`config.mk`:
```
export PLATFORM = sky130hd
export DESIGN_NAME = alu8_core
export DESIGN_NICKNAME = d
export VERILOG_FILES = /design/src/rtl/alu8_pkg.sv /design/src/rtl/alu8_addsub.sv /design/src/rtl/alu8_bitops.sv /design/src/rtl/alu8_core.sv
export SDC_FILE = /design/constraint.sdc
export NUM_CORES = 1
export LEC_CHECK = 0
export BUFFER_PORTS_ARGS = -buffer_cell sky130_fd_sc_hd__buf_2
export CORE_MARGIN = 5
export CORE_UTILIZATION = 35
export DETAILED_ROUTE_END_ITERATION = 16
export SLEW_MARGIN = 20
export SYNTH_ARGS = -nofsm -noshare
export SYNTH_HDL_FRONTEND = slang
export SYNTH_HIERARCHICAL = 1
export SYNTH_SLANG_ARGS = --single-unit
```
`constraint.sdc`:
```
create_clock -name clk -period 4.9 [get_ports clk]
set_input_delay 0.735 -clock clk [delete_from_list [all_inputs] [get_ports clk]]
set_output_delay 0.735 -clock clk [all_outputs]
set_load 0.1 [all_outputs]
```
`src/rtl/alu8_pkg.sv`:
```
package alu8_pkg;

    localparam int DATA_W = 8;
    localparam int OP_W   = 5;

    typedef enum logic [OP_W-1:0] {
        OP_ADD  = 5'd0,
        OP_ADC  = 5'd1,
        OP_SUB  = 5'd2,
        OP_SBC  = 5'd3,
        OP_CMP  = 5'd4,
        OP_CPC  = 5'd5,
        OP_INC  = 5'd6,
        OP_DEC  = 5'd7,
        OP_AND  = 5'd8,
        OP_OR   = 5'd9,
        OP_XOR  = 5'd10,
        OP_COM  = 5'd11,
        OP_NEG  = 5'd12,
        OP_SWAP = 5'd13,
        OP_LSR  = 5'd14,
        OP_ROR  = 5'd15,
        OP_ASR  = 5'd16
    } op_e;

    typedef struct packed {
        logic h;
        logic s;
        logic v;
        logic n;
        logic z;
        logic c;
    } flags_t;

    typedef struct packed {
        flags_t flags;
    } state_t;

endpackage

```
`src/rtl/alu8_addsub.sv`:
```
module alu8_addsub #(
    parameter int W = 8
) (
    input  logic [W-1:0] x,
    input  logic [W-1:0] y,
    input  logic         cin,
    input  logic         sub,
    output logic [W-1:0] sum,
    output logic         co,
    output logic         hc,
    output logic         ov
);
    localparam int HALF = 4;

    logic [W:0]    wide;
    logic [HALF:0] low;

    always_comb begin
        if (sub) begin
            wide = {1'b0, x} - {1'b0, y} - {{W{1'b0}}, cin};
            low  = {1'b0, x[HALF-1:0]} - {1'b0, y[HALF-1:0]} - {{HALF{1'b0}}, cin};
        end else begin
            wide = {1'b0, x} + {1'b0, y} + {{W{1'b0}}, cin};
            low  = {1'b0, x[HALF-1:0]} + {1'b0, y[HALF-1:0]} + {{HALF{1'b0}}, cin};
        end
        sum = wide[W-1:0];
        co  = wide[W];
        hc  = low[HALF];
        if (sub)
            ov = (x[W-1] & ~y[W-1] & ~sum[W-1]) | (~x[W-1] & y[W-1] & sum[W-1]);
        else
            ov = (x[W-1] == y[W-1]) && (sum[W-1] != x[W-1]);
    end
endmodule

```
`src/rtl/alu8_bitops.sv`:
```
module alu8_bitops
    import alu8_pkg::*;
#(
    parameter int W = 8
) (
    input  op_e          op,
    input  logic [W-1:0] a,
    input  logic [W-1:0] b,
    input  logic         cin,
    output logic [W-1:0] res,
    output logic         shout
);
    localparam int H = W / 2;

    always_comb begin
        shout = a[0];
        unique case (op)
            OP_AND:  res = a & b;
            OP_OR:   res = a | b;
            OP_XOR:  res = a ^ b;
            OP_COM:  res = ~a;
            OP_SWAP: res = {a[H-1:0], a[W-1:H]};
            OP_LSR:  res = {1'b0, a[W-1:1]};
            OP_ROR:  res = {cin, a[W-1:1]};
            OP_ASR:  res = {a[W-1], a[W-1:1]};
            default: res = a;
        endcase
    end
endmodule

```
`src/rtl/alu8_core.sv`:
```
module alu8_core
    import alu8_pkg::*;
(
    input  logic              clk,
    input  logic              rst_n,
    input  logic              exec,
    input  logic [OP_W-1:0]   op,
    input  logic [DATA_W-1:0] a,
    input  logic [DATA_W-1:0] b,
    output logic [DATA_W-1:0] result,
    output logic [5:0]        flags
);
    localparam logic [DATA_W-1:0] ONE = DATA_W'(1);

    state_t state_d, state_q;
    op_e    opc;
    flags_t cur, nf;

    logic [DATA_W-1:0] ax, ay, sum, bit_res;
    logic              acin, asub, co, hc, ov, shout, use_arith, zr;

    assign opc = op_e'(op);
    assign cur = state_q.flags;

    alu8_addsub #(.W(DATA_W)) i_addsub (
        .x(ax), .y(ay), .cin(acin), .sub(asub),
        .sum(sum), .co(co), .hc(hc), .ov(ov)
    );

    alu8_bitops #(.W(DATA_W)) i_bitops (
        .op(opc), .a(a), .b(b), .cin(cur.c),
        .res(bit_res), .shout(shout)
    );

    always_comb begin
        ax = a;
        ay = b;
        acin = 1'b0;
        asub = 1'b0;
        use_arith = 1'b1;
        case (opc)
            OP_ADD:               ;
            OP_ADC:               acin = cur.c;
            OP_SUB, OP_CMP:       asub = 1'b1;
            OP_SBC, OP_CPC:       begin asub = 1'b1; acin = cur.c; end
            OP_INC:               ay = ONE;
            OP_DEC:               begin ay = ONE; asub = 1'b1; end
            OP_NEG:               begin ax = '0; ay = a; asub = 1'b1; end
            default:              use_arith = 1'b0;
        endcase
        result = use_arith ? sum : bit_res;
    end

    always_comb begin
        zr = (result == '0);
        nf = cur;
        case (opc)
            OP_ADD, OP_ADC, OP_SUB, OP_CMP, OP_NEG: begin
                nf.c = co; nf.h = hc; nf.v = ov;
                nf.n = result[DATA_W-1]; nf.z = zr;
            end
            OP_SBC, OP_CPC: begin
                nf.c = co; nf.h = hc; nf.v = ov;
                nf.n = result[DATA_W-1]; nf.z = zr & cur.z;
            end
            OP_INC, OP_DEC: begin
                nf.v = ov; nf.n = result[DATA_W-1]; nf.z = zr;
            end
            OP_AND, OP_OR, OP_XOR: begin
                nf.v = 1'b0; nf.n = result[DATA_W-1]; nf.z = zr;
            end
            OP_COM: begin
                nf.c = 1'b1; nf.v = 1'b0; nf.n = result[DATA_W-1]; nf.z = zr;
            end
            OP_LSR, OP_ROR, OP_ASR: begin
                nf.c = shout; nf.n = result[DATA_W-1]; nf.z = zr;
                nf.v = result[DATA_W-1] ^ shout;
            end
            default: ;
        endcase
        nf.s = nf.n ^ nf.v;
        state_d = state_q;
        if (exec)
            state_d.flags = nf;
    end

    always_ff @(posedge clk or negedge rst_n) begin
        if (!rst_n)
            state_q <= '0;
        else
            state_q <= state_d;
    end

    assign flags = state_q.flags;
endmodule

```
=== Word level (Yosys, flattened, before mapping) ===
Index checks and enable logic that the tools add are counted.

* Bits in registers: 6
* Input port bits: 24
* Output and inout port bits: 14

* Add/subtract/negate cells: 8
* Equal/unequal tests: 18
* Muxes and demuxes: 12
* Bitwise operators: 15
* Reduce and logical (&&, ||, !) cells: 17

{| class="wikitable"
|+ Operators with widths
! cell !! count
|-
| $pmux 8 s8 || 1
|-
| $eq 5x4->1 const B || 8
|-
| $eq 5x3->1 const B || 4
|-
| $mux 8 || 2
|-
| $pmux 8 s2 || 1
|-
| $reduce_or 7->1 || 2
|-
| $pmux 3 s4 || 1
|-
| $eq 5x2->1 const B || 2
|-
| $add 8x8->9 || 1
|-
| $add 9x1->9 || 1
|-
| $mux 9 || 1
|-
| $reduce_or 9->1 || 1
|-
| $sub 8x8->9 || 1
|-
| $sub 9x1->9 || 1
|-
| $and 8x8->8 || 1
|-
| $logic_not 8->1 || 1
|-
| $not 8->8 || 1
|-
| $or 8x8->8 || 1
|-
| $xor 8x8->8 || 1
|-
| $reduce_and 2->1 || 3
|-
| $reduce_or 3->1 || 2
|-
| $reduce_or 6->1 || 1
|-
| $add 4x4->5 || 1
|-
| $add 5x1->5 || 1
|-
| other kinds (19) || 30
|}

=== Logic depth before layout (Yosys ltp) ===
Gate-level depths: netlist of the first run.

* Depth in word-level cells: 12
* Depth in mapped cells: 20
* Depth with buffers taken out: 18

=== By module ===
Netlist of the first run, hierarchy kept.

{| class="wikitable"
|+ Modules (own cells, without submodules)
! module !! instances !! cells each !! area an instance (um2) !! sequential area each (um2)
|-
| alu8_addsub || 1 || 137 || 993.5 || 0.0
|-
| alu8_core || 1 || 124 || 922.1 || 150.1
|-
| alu8_bitops || 1 || 141 || 864.6 || 0.0
|}

=== Least setup slack after synthesis of the first run ===
OpenSTA, ideal clock, no wires.

* Kind: input-to-reg
* Start: input op[4]
* End: register state_q (netlist bit flags[4])
* Data arrival time: 4.554 ns
* Setup slack: 0.268 ns
* Stages on the path: 18
* Buffers on the path: 2
* Path through: buf_4 > and3b_1 > and2_1 > clkbuf_1 > o21ai_0 > ha_1 > inv_1 > ha_1 > a21o_2 > or4_4 > and4_4 > a311o_1 > nor2b_1 > a211oi_1 > or2_2 > a311oi_1 > xor2_1 > a21oi_1

* Longest elaborated chain between the ends: 12
* Elaborated cells on any way between the ends: 52
* Those cells by class: 4 x add/sub; 18 x eq/ne; 10 x mux; 10 x bitwise; 10 x reduce/logical

{| class="wikitable"
|+ RTL lines
! what !! RTL line !! source
|-
| start, declared || alu8_core.sv:7 || <nowiki>input logic [OP_W-1:0] op,</nowiki>
|-
| $eq 5x3->1 || alu8_core.sv:41 || <nowiki>case (opc)</nowiki>
|-
| $reduce_or 2->1 (no line) || -- ||
|-
| $pmux 8 s2 (*) || alu8_core.sv:41 ||
|-
| net ay[6] || alu8_core.sv:19 || <nowiki>logic [DATA_W-1:0] ax, ay, sum, bit_res;</nowiki>
|-
| $add 8x8->9 / $sub 8x8->9 (equally long branches) || alu8_addsub.sv:23, alu8_addsub.sv:20 ||
|-
| $add 9x1->9 / $sub 9x1->9 (equally long branches) || alu8_addsub.sv:23, alu8_addsub.sv:20 ||
|-
| $mux 9 (*) || alu8_addsub.sv:19 || <nowiki>if (sub) begin</nowiki>
|-
| $not 1->1 || alu8_addsub.sv:30 || <nowiki>ov = (x[W-1] & ~y[W-1] & ~sum[W-1]) | (~x[W-1] & y[W-1] & sum[W-1]);</nowiki>
|-
| $and 1x1->1 || alu8_addsub.sv:30 ||
|-
| $or 1x1->1 || alu8_addsub.sv:30 ||
|-
| $mux 1 (*) || alu8_addsub.sv:29 || <nowiki>if (sub)</nowiki>
|-
| net ov || alu8_core.sv:20 || <nowiki>logic acin, asub, co, hc, ov, shout, use_arith, zr;</nowiki>
|-
| $pmux 3 s4 (*) || alu8_core.sv:57 || <nowiki>case (opc)</nowiki>
|-
| $xor 1x1->1 (*) || alu8_core.sv:81 || <nowiki>nf.s = nf.n ^ nf.v;</nowiki>
|-
| end signal, assigned || alu8_core.sv:91 || <nowiki>state_q <= state_d;</nowiki>
|-
| end, declared || alu8_core.sv:15 || <nowiki>state_t state_d, state_q;</nowiki>
|}

The timed path passes the listed nets; every way through them passes the cells marked *.
A chain may end at the register's enable or synchronous reset.

=== Worst setup path after layout of the first run ===
* Start: input op[4]
* End: output result[7]

* Longest elaborated chain between the ends: 7
* Elaborated cells on any way between the ends: 33
* Those cells by class: 4 x add/sub; 16 x eq/ne; 8 x mux; 5 x reduce/logical

{| class="wikitable"
|+ RTL lines
! what !! RTL line !! source
|-
| $eq 5x3->1 || alu8_core.sv:41 ||
|-
| $reduce_or 2->1 (no line) || -- ||
|-
| $pmux 8 s2 (*) || alu8_core.sv:41 ||
|-
| net ay[6] || alu8_core.sv:19 ||
|-
| $add 8x8->9 / $sub 8x8->9 (equally long branches) || alu8_addsub.sv:23, alu8_addsub.sv:20 ||
|-
| $add 9x1->9 / $sub 9x1->9 (equally long branches) || alu8_addsub.sv:23, alu8_addsub.sv:20 ||
|-
| $mux 9 (*) || alu8_addsub.sv:19 ||
|-
| net sum[7] || alu8_core.sv:19 ||
|-
| $mux 8 (*) || alu8_core.sv:51 || <nowiki>result = use_arith ? sum : bit_res;</nowiki>
|-
| end, declared || alu8_core.sv:10 || <nowiki>output logic [DATA_W-1:0] result,</nowiki>
|}

Marked as above.

==> results of run 1 <==
critical path, cell delays in order:
cell and delay [ns]:
buf_2 0.12, and3b_1 0.26, and2_1 0.23, buf_12 0.17, o21ai_0 0.14, ha_1 0.32, inv_1 0.07, ha_1 0.35
a21o_2 0.25, or4_4 0.52, a21oi_1 0.16, a21oi_1 0.07, mux2_4 0.33, buf_4 0.24
report_power, final:
group / internal [mW] / total [mW] / switching (mW)
Sequential: 0.0618 / 0.0704 / 0.00866
Combinational: 0.209 / 0.606 / 0.397
Clock: 0.0525 / 0.0707 / 0.0182
cells in the final DEF, fill, tap and decap left out, types with 4 or more instances in the layout:
cell type  netlist  routed
o22ai_1          4       4
buf_2            5      29
nor3_1           6       6
ha_1            38      38
a32oi_1          4       4
fa_1             4       4
nand2_1         40      40
a211oi_1         5       5
xor2_1           5       5
nor2b_1         19      19
a21oi_1         28      28
inv_1           46      46
a31oi_1          5       5
nor2_1          38      38
xnor2_1          9       9
dfrtp_1          6       6
o21ai_0         33      33
o21a_1           5       5
nand2b_1         7       7
buf_12           0       8
buf_4            2      17
mux2i_1          5       5
mux2_2           8       8
nand3_1          5       5
kinds of logic after synthesis:
kind of cell	after synthesis
XOR/XNOR	14
buffers and inverters	66
flip-flops	6
adder cells (fa/ha/maj)	42
AND/OR/NAND/NOR	145
multiplexers	15
AO/OA/AOI/OAI	114
per-layer routing:
metal | track usage (%) | up-vias | routed length, µm
met5 | 0 | - | 0
li1 | - | 1480 | -
met2 | 28.2 | 93 | 3880
met1 | 21.2 | 1336 | 3640
met4 | 1.89 | 0 | 58
met3 | 1.19 | 2 | 428
cell usage after synthesis (2+ instances only):
| library cell | n |
|---|---|
| a211oi_1 | 5 |
| a21o_1 | 2 |
| a21oi_1 | 28 |
| a222oi_1 | 3 |
| a311oi_1 | 2 |
| a31oi_1 | 5 |
| a32o_1 | 2 |
| a32oi_1 | 4 |
| and3_1 | 2 |
| buf_2 | 5 |
| buf_4 | 2 |
| buf_6 | 3 |
| clkbuf_1 | 9 |
| dfrtp_1 | 6 |
| fa_1 | 4 |
| ha_1 | 38 |
| inv_1 | 46 |
| mux2_2 | 8 |
| mux2_4 | 2 |
| mux2i_1 | 5 |
| nand2_1 | 40 |
| nand2b_1 | 7 |
| nand3_1 | 5 |
| nand4_1 | 2 |
| nor2_1 | 38 |
| nor2_2 | 3 |
| nor2b_1 | 19 |
| nor3_1 | 6 |
| nor3b_1 | 3 |
| nor4_1 | 2 |
| o211ai_1 | 3 |
| o21a_1 | 5 |
| o21ai_0 | 33 |
| o22ai_1 | 4 |
| o31ai_1 | 3 |
| or2_2 | 3 |
| xnor2_1 | 9 |
| xor2_1 | 5 |
final cells by class:
cell class	instances	area share (%)
clock buffers	3	1.26
repair buffers	54	13.2
inverters	47	5.38
well taps	102	3.89
flip-flops and latches	6	4.58
multi-input cells	330	71.7
through the flow:
stage	power (mW)	worst slack, ns	hold slack [ns]
2_1_floorplan	0.510	0.268	0.439
3_3_place_gp	0.667	0.169	0.486
3_5_place_dp	0.672	0.165	0.497
4_1_cts	0.746	0.149	0.335
5_1_grt	0.799	0.0276	0.348
6_report	0.747	0.190	0.332
what timing repair did:
action | CTS | global route
hold buffers | 0 | 0
setup buffers | 0 | 0
endpoints found under the setup margin | 0 | 1
gates resized for setup | 0 | 3
worst min path at each step:
stage | slack, ns | endpoint | cells after the start
after CTS | 0.34 | flags[1] | 1
final | 0.33 | flags[0] | 1
after floorplan | 0.44 | flags[0] | 0
after global placement | 0.49 | flags[5] | 1
after global routing | 0.35 | flags[1] | 1
after detailed placement | 0.50 | flags[5] | 1
==> metrics.cfg, run 1 <==
[clock_tree]
cts_max_level=1
worstSkewPairLatency_ns=0.22
path_clk_slew_ns=0.04
clk_path_buf_depth=2
cts_root_buf=clkbuf_8
clock-sinks=6
cts_tree=built
cts_buffers=3

[sta]
maxSlewViolCount=0
final.min_clock_period_ns=4.71
setup_viol=0
rsz0062_at_grt=no
hold_viol=0
post-route-period-util_pct=96.1
tightestPinTransition_ns=0.622
fin_setup_tns_ns=0
slew_headroom_pct=58.5
clock_skew_ns=0.00367
max_clock_freq_mhz=212

[place]
placed_area_mm2=0.00323
dpl.cell_count=539
gp_congestion=0.923
detailed_place_hpwl_um=6490
io_buffer_count=37

[synthesis]
synth_compound_area_share_pct=26.7
synth.area.mux_share_pct=6.12
synthFlopType=dfrtp_1
post_synth.cell_area_avg_um2=6.92
synth_cell_types=69
synth_edf_count=0
synth-seq-cells=6
async_reset_ff_share_pct=100
ys_warn_count=6
synthDominantCellAreaShare_pct=17.1
synthXorXnorAreaFrac_pct=4.41
synth-simple-area-share_pct=27.1
yosys.area_share.adder_pct=20.0
synthTopCellsByArea=ha_1 17%, inv_1 6.2%, o21ai_0 5.9%
synth_cells=402
netlist_area_mm2=0.00278
seq_area_frac_synth_pct=5.40
synth_top_family_by_area=simple AND/OR/NAND/NOR gates
synth.largest_area_cell=ha_1
synthesis.nets=468

[global_routing]
antenna_found_initial=0
grt_pass1_wl_um=13000
grt_max_degree=40
grt_pass1_vias=2728
grt_usage_pct=15.7
overflow=0

[cells_and_area]
seq_area_um2=150
largest_register_ffs=6
multiInputGateArea_mm2=0.00235
syn_to_final_growth_pct=18.0
diodes=0
finalCoreUtilization_pct=42.5
final_area_mm2=0.00328
fillers=800
drive_gt1_share_pct=19.5
layout.nets=508
stdcell_count=542

[setup_path]
end_kind=output pin
critPathMaxFanout=22
critPathKind=input port to output pin
crit_required_ns=4.16
r2r-start=flags[0]
crit_start=op[4]
reg2reg_slack_ns=1.31
r2r-end=flags[1]
cp.arrival_ns=3.98
start_kind=input port
cp-endpoint=result[7]
ff2ff_path_depth=15

[detailed_routing]
totalWireLength_um=8010
ant_nets=0
via_count=2911
wl_per_cell_um=14.8
initialDrtViolationCount=276
first_pass_iters=6
route.detailed.drc=0
viasPerCell=5.37

[worst_hold_path]
hold_path.class=input port to async pin

[power]
power_per_cell_area_mw_per_mm2=228
irDropWorstVdd_mv=0.169
p_leak_nw=1.54

[floorplan]
die-area_mm2=0.00983
row_count=32
floorplan.initialDensity_pct=36.0
core_area_mm2=0.00773
die_width_um=99.1
pin_count=38
die_y_um=99.1

[outcome]
status=complete, no violations

[job]
drv_cap=0

No activity file was read; power rests on OpenSTA's default activity.
==> run 2: changes to the inputs <==
==> constraint.sdc (replaced) <==
create_clock -name clk -period 4 [get_ports clk]
set_input_delay 0.6 -clock clk [delete_from_list [all_inputs] [get_ports clk]]
set_output_delay 0.6 -clock clk [all_outputs]
set_load 0.1 [all_outputs]
==> run 2 against run 1 <==
The run now ends with negative setup slack left. Sequential cell count unchanged. Hold slack got worse by 0.14 ns. Critical path depth up 1. Sequential share of layout area shrank 0.82 points. Die area is the same. Critical endpoint is now result[6]. Largest power group unchanged.
==> metrics.cfg, run 2 (synthesized netlist as in run 1, its figures left out) <==
[outcome]
status=finished with violations
violations=negative setup slack

[setup_path]
start_kind=input port
critPathKind=input port to output pin
critPathMaxFanout=8  ; -64%
end_kind=output pin
cp.arrival_ns=3.52  ; -0.46 ns
crit_required_ns=3.40  ; -0.76 ns

[sta]
tightestPinTransition_ns=0.700  ; +0.0782 ns
maxSlewViolCount=0  ; unchanged
max_clock_freq_mhz=243
hold_viol=0  ; unchanged
final.min_clock_period_ns=4.12
setup_viol=4  ; +4
rsz0062_at_grt=yes
post-route-period-util_pct=103
slew_headroom_pct=53.3  ; -5.3 points
clock_skew_ns=0.00537  ; +0.00170 ns
finalWorstSetupSlack_ns=-0.117  ; -0.306 ns
fin_setup_tns_ns=-0.276  ; -0.276 ns

[detailed_routing]
totalWireLength_um=8840  ; +10%
first_pass_iters=4  ; -2
met1_length_um=3820  ; +4.8%
wl_met2_um=4220  ; +8.7%
via_count=3178  ; +9.2%
wl_per_cell_um=14.9  ; +0.86%
viasPerCell=5.36  ; -0.22%
dr_wl_met3_um=390  ; -8.9%
ant_nets=0  ; unchanged
initialDrtViolationCount=175  ; -37%
top_layer_used=met4
route.detailed.drc=0  ; unchanged

[power]
irDropWorstVdd_mv=0.134  ; -21%
p_leak_nw=1.86  ; +21%
power_mw=1.10  ; +48%
power_per_cell_area_mw_per_mm2=276  ; +21%

[place]
placed_area_mm2=0.00363  ; +12%
detailed_place_hpwl_um=7100  ; +9.5%
gp_congestion=0.900  ; -2.4%
io_buffer_count=37  ; unchanged

[cells_and_area]
drive_gt1_share_pct=38.7  ; +19 points
layout.nets=559  ; +10%
final_area_mm2=0.00400  ; +22%
mostFrequentLayoutCell=buf_4
diodes=0  ; unchanged
finalCoreUtilization_pct=51.7  ; +9.3 points
syn_to_final_growth_pct=43.8
final_cell_mix=66 x buf_4, 39 x inv_1, 37 x nor2_1, 37 x nand2_1, 28 x buf_2
fillers=732  ; -8.5%
largest_register_ffs=6  ; unchanged

[clock_tree]
worstSkewPairLatency_ns=0.22  ; about the same
cts-hold-fix-buffers=0  ; unchanged
path_clk_slew_ns=0.04  ; about the same
clk_path_buf_depth=2  ; unchanged
cts_buffers=3  ; unchanged
cts_root_buf=clkbuf_8
cts_max_level=1  ; unchanged
cts_tree=built
clock-sinks=6  ; unchanged

[floorplan]
core_area_mm2=0.00773  ; unchanged
die_width_um=99.1  ; unchanged
die-area_mm2=0.00983  ; unchanged
pin_count=38  ; unchanged
die_y_um=99.1  ; unchanged
floorplan.initialDensity_pct=36.0  ; unchanged
row_count=32  ; unchanged

[global_routing]
overflow=0  ; unchanged
grt_pass1_wl_um=14500  ; +11%
grt_usage_pct=17.4  ; +1.7 points
grt_max_degree=34  ; -15%
antenna_found_initial=0  ; unchanged
grt_pass1_vias=3123  ; +14%

[job]
drv_cap=0  ; unchanged

[worst_hold_path]
hold_path.class=input port to async pin

run 2: area by class of cell:
class	count	area, µm²	share of cell area [%]
multi-input combinational	330	2670	66.9
timing repair buffer	105	830	20.8
inverter	47	176	4.41
sequential	6	150	3.76
tap	102	128	3.19
clock buffer	3	41.3	1.03
run 2: worst paths after layout:
kind	from	endpoint	slack, ns	cells after the start
setup / recovery	op[4]	result[6]	-0.12	15
hold / removal	rst_n	flags[0]	0.19	1
setup reg to reg	flags[0]	flags[4]	0.34	16
hold reg to reg	flags[5]	flags[5]	0.51	1
max in group asynchronous	rst_n	flags[1]	3.66	1
min in group clk	flags[5]	flags[5]	0.51	1
run 2: repair_timing:
item / 4_1_cts / 5_1_grt
endpoints found under the setup margin: 6 / 8
setup buffers: 6 / 1
gates resized for setup: 39 / 24
endpoints found under the hold margin: 0 / 0
pin swaps: 11 / 14
run 2: metal layers:
metal | track usage, % | vias up
met5 | 0 | -
met2 | 30.4 | 86
met4 | 6.83 | 0
li1 | - | 1582
met1 | 21.9 | 1490
met3 | 1.96 | 20
run 2: critical path: stages:
cell and delay (ns):
buf_6 0.10, and3b_1 0.22, and2_4 0.21, mux2i_1 0.19
nand2_1 0.11, fa_2 0.38, fa_1 0.42, a21boi_2 0.22
or3_4 0.18, a21oi_4 0.06, xor2_2 0.16, a21oi_2 0.08
buf_4 0.13, mux2_4 0.28, buf_12 0.17
run 2: report_power, final:
| group | switching [mW] | internal [mW] | total, mW |
|---|---|---|---|
| registers | 0.0112 | 0.0757 | 0.0869 |
| clock network | 0.0254 | 0.0646 | 0.0900 |
| logic | 0.550 | 0.378 | 0.928 |
| total | 0.587 | 0.518 | 1.10 |
run 2: metrics by stage:
step | setup WS [ns] | std cells | hold slack (ns)
2_1_floorplan | -0.128 | 402 | 0.304
3_3_place_gp | -0.335 | 584 | 0.428
3_5_place_dp | -0.417 | 584 | 0.433
4_1_cts | -0.141 | 593 | 0.198
5_1_grt | -0.224 | 593 | 0.208
6_report | -0.117 | 593 | 0.195
